--- src/rtl/serial_audio_rx_pkg.sv ---
package serial_audio_rx_pkg;
  typedef enum logic [2:0] {
    FMT_L16   = 3'b000,
    FMT_L20   = 3'b001,
    FMT_MSB24 = 3'b010,
    FMT_I2S24 = 3'b011,
    FMT_L24   = 3'b100
  } fmt_e;
endpackage

--- src/rtl/serial_audio_rx_sync.sv ---
module serial_audio_rx_sync #(
  parameter int STAGES = 2
) (
  input  logic clk_i,
  input  logic rst_ni,
  input  logic sck_i,
  input  logic ws_i,
  input  logic sd_i,
  output logic rise_o,
  output logic ws_o,
  output logic sd_o
);
  localparam int NSIG = 3;

  logic [NSIG-1:0] raw;
  logic [NSIG-1:0] synced;
  logic            sck_d;

  assign raw = {sck_i, ws_i, sd_i};

  for (genvar g = 0; g < NSIG; g++) begin : g_chain
    logic [STAGES-1:0] chain_q;
    always_ff @(posedge clk_i or negedge rst_ni) begin
      if (!rst_ni) chain_q <= '0;
      else         chain_q <= {chain_q[STAGES-2:0], raw[g]};
    end
    assign synced[g] = chain_q[STAGES-1];
  end

  always_ff @(posedge clk_i or negedge rst_ni) begin
    if (!rst_ni) sck_d <= 1'b0;
    else         sck_d <= synced[2];
  end

  assign rise_o = synced[2] & ~sck_d;
  assign ws_o   = synced[1];
  assign sd_o   = synced[0];
endmodule

--- src/rtl/serial_audio_rx_frame.sv ---
module serial_audio_rx_frame
  import serial_audio_rx_pkg::*;
#(
  parameter int DATA_W = 24,
  parameter int CNT_W  = 6
) (
  input  logic              clk_i,
  input  logic              rst_ni,
  input  logic              bit_en_i,
  input  logic              ws_i,
  input  logic              sd_i,
  input  logic [2:0]        fmt_i,
  output logic              cap_o,
  output logic              cap_left_o,
  output logic [DATA_W-1:0] cap_word_o
);
  localparam logic [CNT_W-1:0] CNT_MAX  = '1;
  localparam logic [CNT_W-1:0] MSB_LAST = CNT_W'(DATA_W - 1);
  localparam logic [CNT_W-1:0] I2S_LAST = CNT_W'(DATA_W);

  logic [DATA_W-1:0] shift_q, shifted, word;
  logic [CNT_W-1:0]  cnt_q, idx;
  logic              ws_q, primed_q, synced_q;
  logic              ws_edge, hit, chan_ws, i2s;

  always_comb begin
    ws_edge = primed_q && (ws_i != ws_q);
    if (ws_edge)               idx = '0;
    else if (cnt_q == CNT_MAX) idx = cnt_q;
    else                       idx = cnt_q + 1'b1;
    shifted = {shift_q[DATA_W-2:0], sd_i};
    hit     = 1'b0;
    word    = shifted;
    chan_ws = ws_i;
    i2s     = 1'b0;
    case (fmt_i)
      FMT_L16: begin
        hit = ws_edge; chan_ws = ws_q;
        word = {shift_q[15:0], {(DATA_W-16){1'b0}}};
      end
      FMT_L20: begin
        hit = ws_edge; chan_ws = ws_q;
        word = {shift_q[19:0], {(DATA_W-20){1'b0}}};
      end
      FMT_L24: begin
        hit = ws_edge; chan_ws = ws_q; word = shift_q;
      end
      FMT_I2S24: begin
        i2s = 1'b1;
        // LSB may land on the first bit of the following half-frame
        if (ws_edge) begin hit = (cnt_q == MSB_LAST); chan_ws = ws_q; end
        else         hit = (idx == I2S_LAST);
      end
      default: hit = !ws_edge && (idx == MSB_LAST);
    endcase
  end

  assign cap_o      = bit_en_i && synced_q && hit;
  assign cap_left_o = i2s ? !chan_ws : chan_ws;
  assign cap_word_o = word;

  always_ff @(posedge clk_i or negedge rst_ni) begin
    if (!rst_ni) begin
      shift_q  <= '0;
      cnt_q    <= '0;
      ws_q     <= 1'b0;
      primed_q <= 1'b0;
      synced_q <= 1'b0;
    end else if (bit_en_i) begin
      shift_q  <= shifted;
      cnt_q    <= idx;
      ws_q     <= ws_i;
      primed_q <= 1'b1;
      if (ws_edge) synced_q <= 1'b1;
    end
  end
endmodule

--- src/rtl/serial_audio_rx_out.sv ---
module serial_audio_rx_out #(
  parameter int DATA_W = 24
) (
  input  logic              clk_i,
  input  logic              rst_ni,
  input  logic              cap_i,
  input  logic              cap_left_i,
  input  logic [DATA_W-1:0] cap_word_i,
  output logic [DATA_W-1:0] left_o,
  output logic [DATA_W-1:0] right_o,
  output logic              valid_o
);
  logic [DATA_W-1:0] stage_q;

  always_ff @(posedge clk_i or negedge rst_ni) begin
    if (!rst_ni) begin
      stage_q <= '0;
      left_o  <= '0;
      right_o <= '0;
      valid_o <= 1'b0;
    end else begin
      valid_o <= 1'b0;
      if (cap_i) begin
        if (cap_left_i) begin
          stage_q <= cap_word_i;
        end else begin
          left_o  <= stage_q;
          right_o <= cap_word_i;
          valid_o <= 1'b1;
        end
      end
    end
  end
endmodule

--- src/rtl/serial_audio_rx.sv ---
module serial_audio_rx #(
  parameter int DATA_W      = 24,
  parameter int SYNC_STAGES = 2,
  parameter int CNT_W       = 6
) (
  input  logic              clk_i,
  input  logic              rst_ni,
  input  logic [2:0]        fmt_i,
  input  logic              sck_i,
  input  logic              ws_i,
  input  logic              sd_i,
  output logic [DATA_W-1:0] left_o,
  output logic [DATA_W-1:0] right_o,
  output logic              valid_o
);
  logic              bit_rise, ws_s, sd_s;
  logic              cap, cap_left;
  logic [DATA_W-1:0] cap_word;

  serial_audio_rx_sync #(.STAGES(SYNC_STAGES)) sync_i (
    .clk_i (clk_i), .rst_ni(rst_ni),
    .sck_i (sck_i), .ws_i  (ws_i), .sd_i(sd_i),
    .rise_o(bit_rise), .ws_o(ws_s), .sd_o(sd_s)
  );

  serial_audio_rx_frame #(.DATA_W(DATA_W), .CNT_W(CNT_W)) frame_i (
    .clk_i     (clk_i), .rst_ni(rst_ni),
    .bit_en_i  (bit_rise), .ws_i(ws_s), .sd_i(sd_s), .fmt_i(fmt_i),
    .cap_o     (cap), .cap_left_o(cap_left), .cap_word_o(cap_word)
  );

  serial_audio_rx_out #(.DATA_W(DATA_W)) out_i (
    .clk_i     (clk_i), .rst_ni(rst_ni),
    .cap_i     (cap), .cap_left_i(cap_left), .cap_word_i(cap_word),
    .left_o    (left_o), .right_o(right_o), .valid_o(valid_o)
  );
endmodule

--- config.mk ---
export PLATFORM = sky130hd
export DESIGN_NAME = serial_audio_rx
export DESIGN_NICKNAME = d
export VERILOG_FILES = /design/src/rtl/serial_audio_rx_pkg.sv /design/src/rtl/serial_audio_rx_sync.sv /design/src/rtl/serial_audio_rx_frame.sv /design/src/rtl/serial_audio_rx_out.sv /design/src/rtl/serial_audio_rx.sv
export SDC_FILE = /design/constraint.sdc
export NUM_CORES = 1
export LEC_CHECK = 0
export BUFFER_PORTS_ARGS = -buffer_cell sky130_fd_sc_hd__buf_2
export CORE_MARGIN = 3
export CORE_UTILIZATION = 50
export DETAILED_ROUTE_END_ITERATION = 8
export PLACE_DENSITY = 0.7
export SLEW_MARGIN = 25
export SYNTH_ARGS = -nofsm -noshare
export SYNTH_HDL_FRONTEND = slang
export SYNTH_SLANG_ARGS = --single-unit
--- constraint.sdc ---
create_clock -name clk_i -period 3.6 [get_ports clk_i]
set_input_delay 0.72 -clock clk_i [delete_from_list [all_inputs] [get_ports clk_i]]
set_output_delay 0.72 -clock clk_i [all_outputs]
set_load 0.05 [all_outputs]
==> results.cfg <==
[status]
outcome = finished clean

[detailed_routing]
postRouteWirelength_um = 11200
ant_nets = 0
detailroute.via_count = 3844
firstDrtPassIters = 5
post-route-drc-count = 0
vias_per_cell = 5.56
drt-initial-drc-count = 424
drt-wirelength-per-cell_um = 16.1

[cts]
cts_htree_levels = 4
post_cts_resized = 0
clock_tree_from_tritoncts = built
clk_path_buf_depth = 2
post-cts-setup-buffer-count = 0
cts.reportedPaths.clkPinSlew_ps = 60
cts_num_sinks = 113
clockRootBuffer = sky130_fd_sc_hd__clkbuf_8
cts_hold_buffers = 0
tritoncts_buffer_count = 17
worst_skew_pair.late_latency_ps = 510

[yosys]
seq_area_frac_synth_pct = 53.2
synth-edff-count = 0
synth.cell_area_um2 = 5310
synth_top_cell_area_share_pct = 53.2
yosys.cell_count.top_type = sky130_fd_sc_hd__dfrtp_1
synth_warnings = 0
synth.net_count = 506
avgSynthCellArea_um2 = 10.7
synth_flop_cell = sky130_fd_sc_hd__dfrtp_1
synth_seq_cells = 113
synthArstFlopShare_pct = 100
yosysTopAreaCell = sky130_fd_sc_hd__dfrtp_1
postSynthCellCount = 497
count_of_cell_types_in_the_netlist = 47
post_synth_main_area_contributors = sky130_fd_sc_hd__dfrtp_1, sky130_fd_sc_hd__mux2_2, sky130_fd_sc_hd__mux2i_1
netlist_top_cells_count = sky130_fd_sc_hd__dfrtp_1, sky130_fd_sc_hd__nand2_1, sky130_fd_sc_hd__mux2i_1

[global_routing]
via_count_of_the_first_global_routing_pass = 3802
globalRouteOverflowTotal = 0
antenna_found_initial = 0
grt_max_degree = 69
grtUsageTotal_pct = 20.5
grt_first_pass_wirelength_um = 19100

[floorplanning]
ioPinCount = 57
die_width_um = 109
initial_utilization_pct = 52.9
floorplan.die_area_um2 = 11900
fp-row-count = 36
placeableCoreArea_um2 = 10000
floorplan.die.height_um = 109

[final_layout]
finish.instance_area_um2 = 6250
layout-area-overhead-vs-synth_pct = 17.7
share_of_final_layout_standard_cells_stronger_than_drive_strength_1_pct = 26.3
diodes = 0
nFillCells = 807
utilization_pct = 62.2
design.final.nets = 554

[timing]
min_period_ps = 2920
slew_headroom_pct = 42.5
report.final.setup_viol = 0
final_hold_violating_endpoints = 0
clock_skew_ps = 7.47
tightestPinTransition_ps = 863
rsz0062_at_grt = false
timing_max_transition_violations_final = 0
timing.setup.tns_ps = 0
achievable-frequency_mhz = 342
layout_worst_path_cycle_share_pct = 81.2

[placement]
detailed_place_hpwl_um = 7100
finalWeightedCongestion = 0.864
dpl-instance-area_um2 = 5690
place.port_buffers = 56

[setup_path]
worstReg2RegEnd = out_i.stage_q[3]
critPathLaunchType = flop
setup.worst_path.end_class = flop
cp_top_family = compound AO/OA/AOI/OAI gates
ff2ff_setup_slack_ps = 680
critical_path_peak_fanout = 24
critical_path.reg2reg.startpoint = frame_i.cnt_q[0]
cp_data_arrival_time_ps = 3320
timing_worst_setup_path_type = flop to flop
worst-r2r-cell-count = 7
crit_required_ps = 4000
delay_of_the_slowest_critical_path_stage_ps = 530
crit_path_top_delay_cell = sky130_fd_sc_hd__o41ai_1
cp.buffers_inverters = 1
timing.critical_path.cells = ha_1 -> and4b_1 -> o41ai_1 -> o211a_1 -> or4_1 -> buf_4 -> mux2_2

[pwr]
peakVddDrop_uv = 441
power_per_cell_area_nw_per_um2 = 770
power_frac_seq_pct = 38.0
leakage_uw = 0.00315
power_switching_share_pct = 38.4
power.clock.fraction_pct = 32.4
switching_power_uw = 1850
p_int_uw = 2960
combPwrFrac_pct = 29.6

[job]
maxCapViolCount = 0

[min_path]
hold_class = input pin to asynchronous set/reset pin
[metrics by stage]
stage	total power [uW]	worst slack, ps	std cells	hold WS (ps)
2_1_floorplan	2900	731	497	331
3_3_place_gp	3230	649	659	333
3_5_place_dp	3280	604	659	340
4_1_cts	4860	691	691	291
5_1_grt	5050	464	691	296
6_report	4810	676	691	307
[cells by family (layout without fill, tap and decap cells)]
kind of cell	Yosys count	count (layout)	synth area share (%)
AND/OR/NAND/NOR	138	138	11.7
flip-flops	113	113	53.2
AO/OA/AOI/OAI	92	92	11.8
multiplexers	84	84	17.3
buffers and inverters	66	127	5.30
XOR/XNOR	3	3	0.495
adder cells (fa/ha/maj)	1	1	0.236
[routing by layer]
metal  routed length [um]  vias up  global-route usage, %
li1                     -     1810                      -
met1                 5110     1913                   28.2
met2                 5340      109                   32.4
met3                  565       12                   4.44
met4                  136        0                   7.03
met5                    0        -                      0
[worst max path at each step]
stage / to / cells after the start / from / slack, ps
global route: out_i.stage_q[2] / 7 / frame_i.cnt_q[0] / 460
finish: out_i.stage_q[3] / 7 / frame_i.cnt_q[0] / 680
global placement: out_i.stage_q[9] / 8 / fmt_i[2] / 650
detailed placement: out_i.stage_q[9] / 8 / fmt_i[2] / 600
floorplan: out_i.stage_q[4] / 9 / fmt_i[2] / 730
CTS: out_i.stage_q[9] / 8 / frame_i.cnt_q[0] / 690
[cell usage in the layout (no fill, tap or decap), drive strengths merged, types with 3 or more instances in the layout]
cell type  instances
nand2b             6
mux2i             40
a221o              4
a31oi              3
nand2            102
o21ai             24
nand3              4
clkbuf            18
buf               64
clkinv             6
mux2              44
a21boi             5
dfrtp            113
a22o              23
inv               36
nor2               8
a21oi             19
[worst reg2reg max path, delay by kind of cell (launching register included)]
kind / cells / cell delay (ps)
AOI/OAI and AO/OA: 2 / 820
DFF: 1 / 420
adders and majority gates: 1 / 400
and+or+nand+nor: 2 / 400
muxes: 1 / 400
buffers and inverters: 1 / 370
[flip-flops by register name, summed over array words and instances (netlist names)]
register                count
frame_i.synced_q            1
frame_i.ws_q                1
sync_i.g_chain.chain_q      6
sync_i.sck_d                1
frame_i.shift_q            24
out_i.left_o               24
frame_i.primed_q            1
out_i.right_o              24
out_i.valid_o               1
frame_i.cnt_q               6
out_i.stage_q              24
[cell type report]
| cell class | count | area (um^2) | area share [%] |
|---|---|---|---|
| sequential | 113 | 2830 | 45.2 |
| multi-input combinational | 318 | 2220 | 35.4 |
| clock buffer | 18 | 428 | 6.84 |
| timing repair buffer | 64 | 368 | 5.88 |
| tap | 133 | 166 | 2.66 |
| clock inverter | 14 | 130 | 2.08 |
| inverter | 31 | 116 | 1.86 |
[power groups by stage]
stage / sequential [uW] / clock (uW) / combinational [uW]
after global routing: 1870 / 1640 / 1530
after CTS: 1830 / 1590 / 1440
after global placement: 1830 / 0 / 1400
final: 1830 / 1560 / 1430
after detailed placement: 1850 / 0 / 1430
after floorplan: 2420 / 0 / 475
Power figures use the tool's default switching activity.
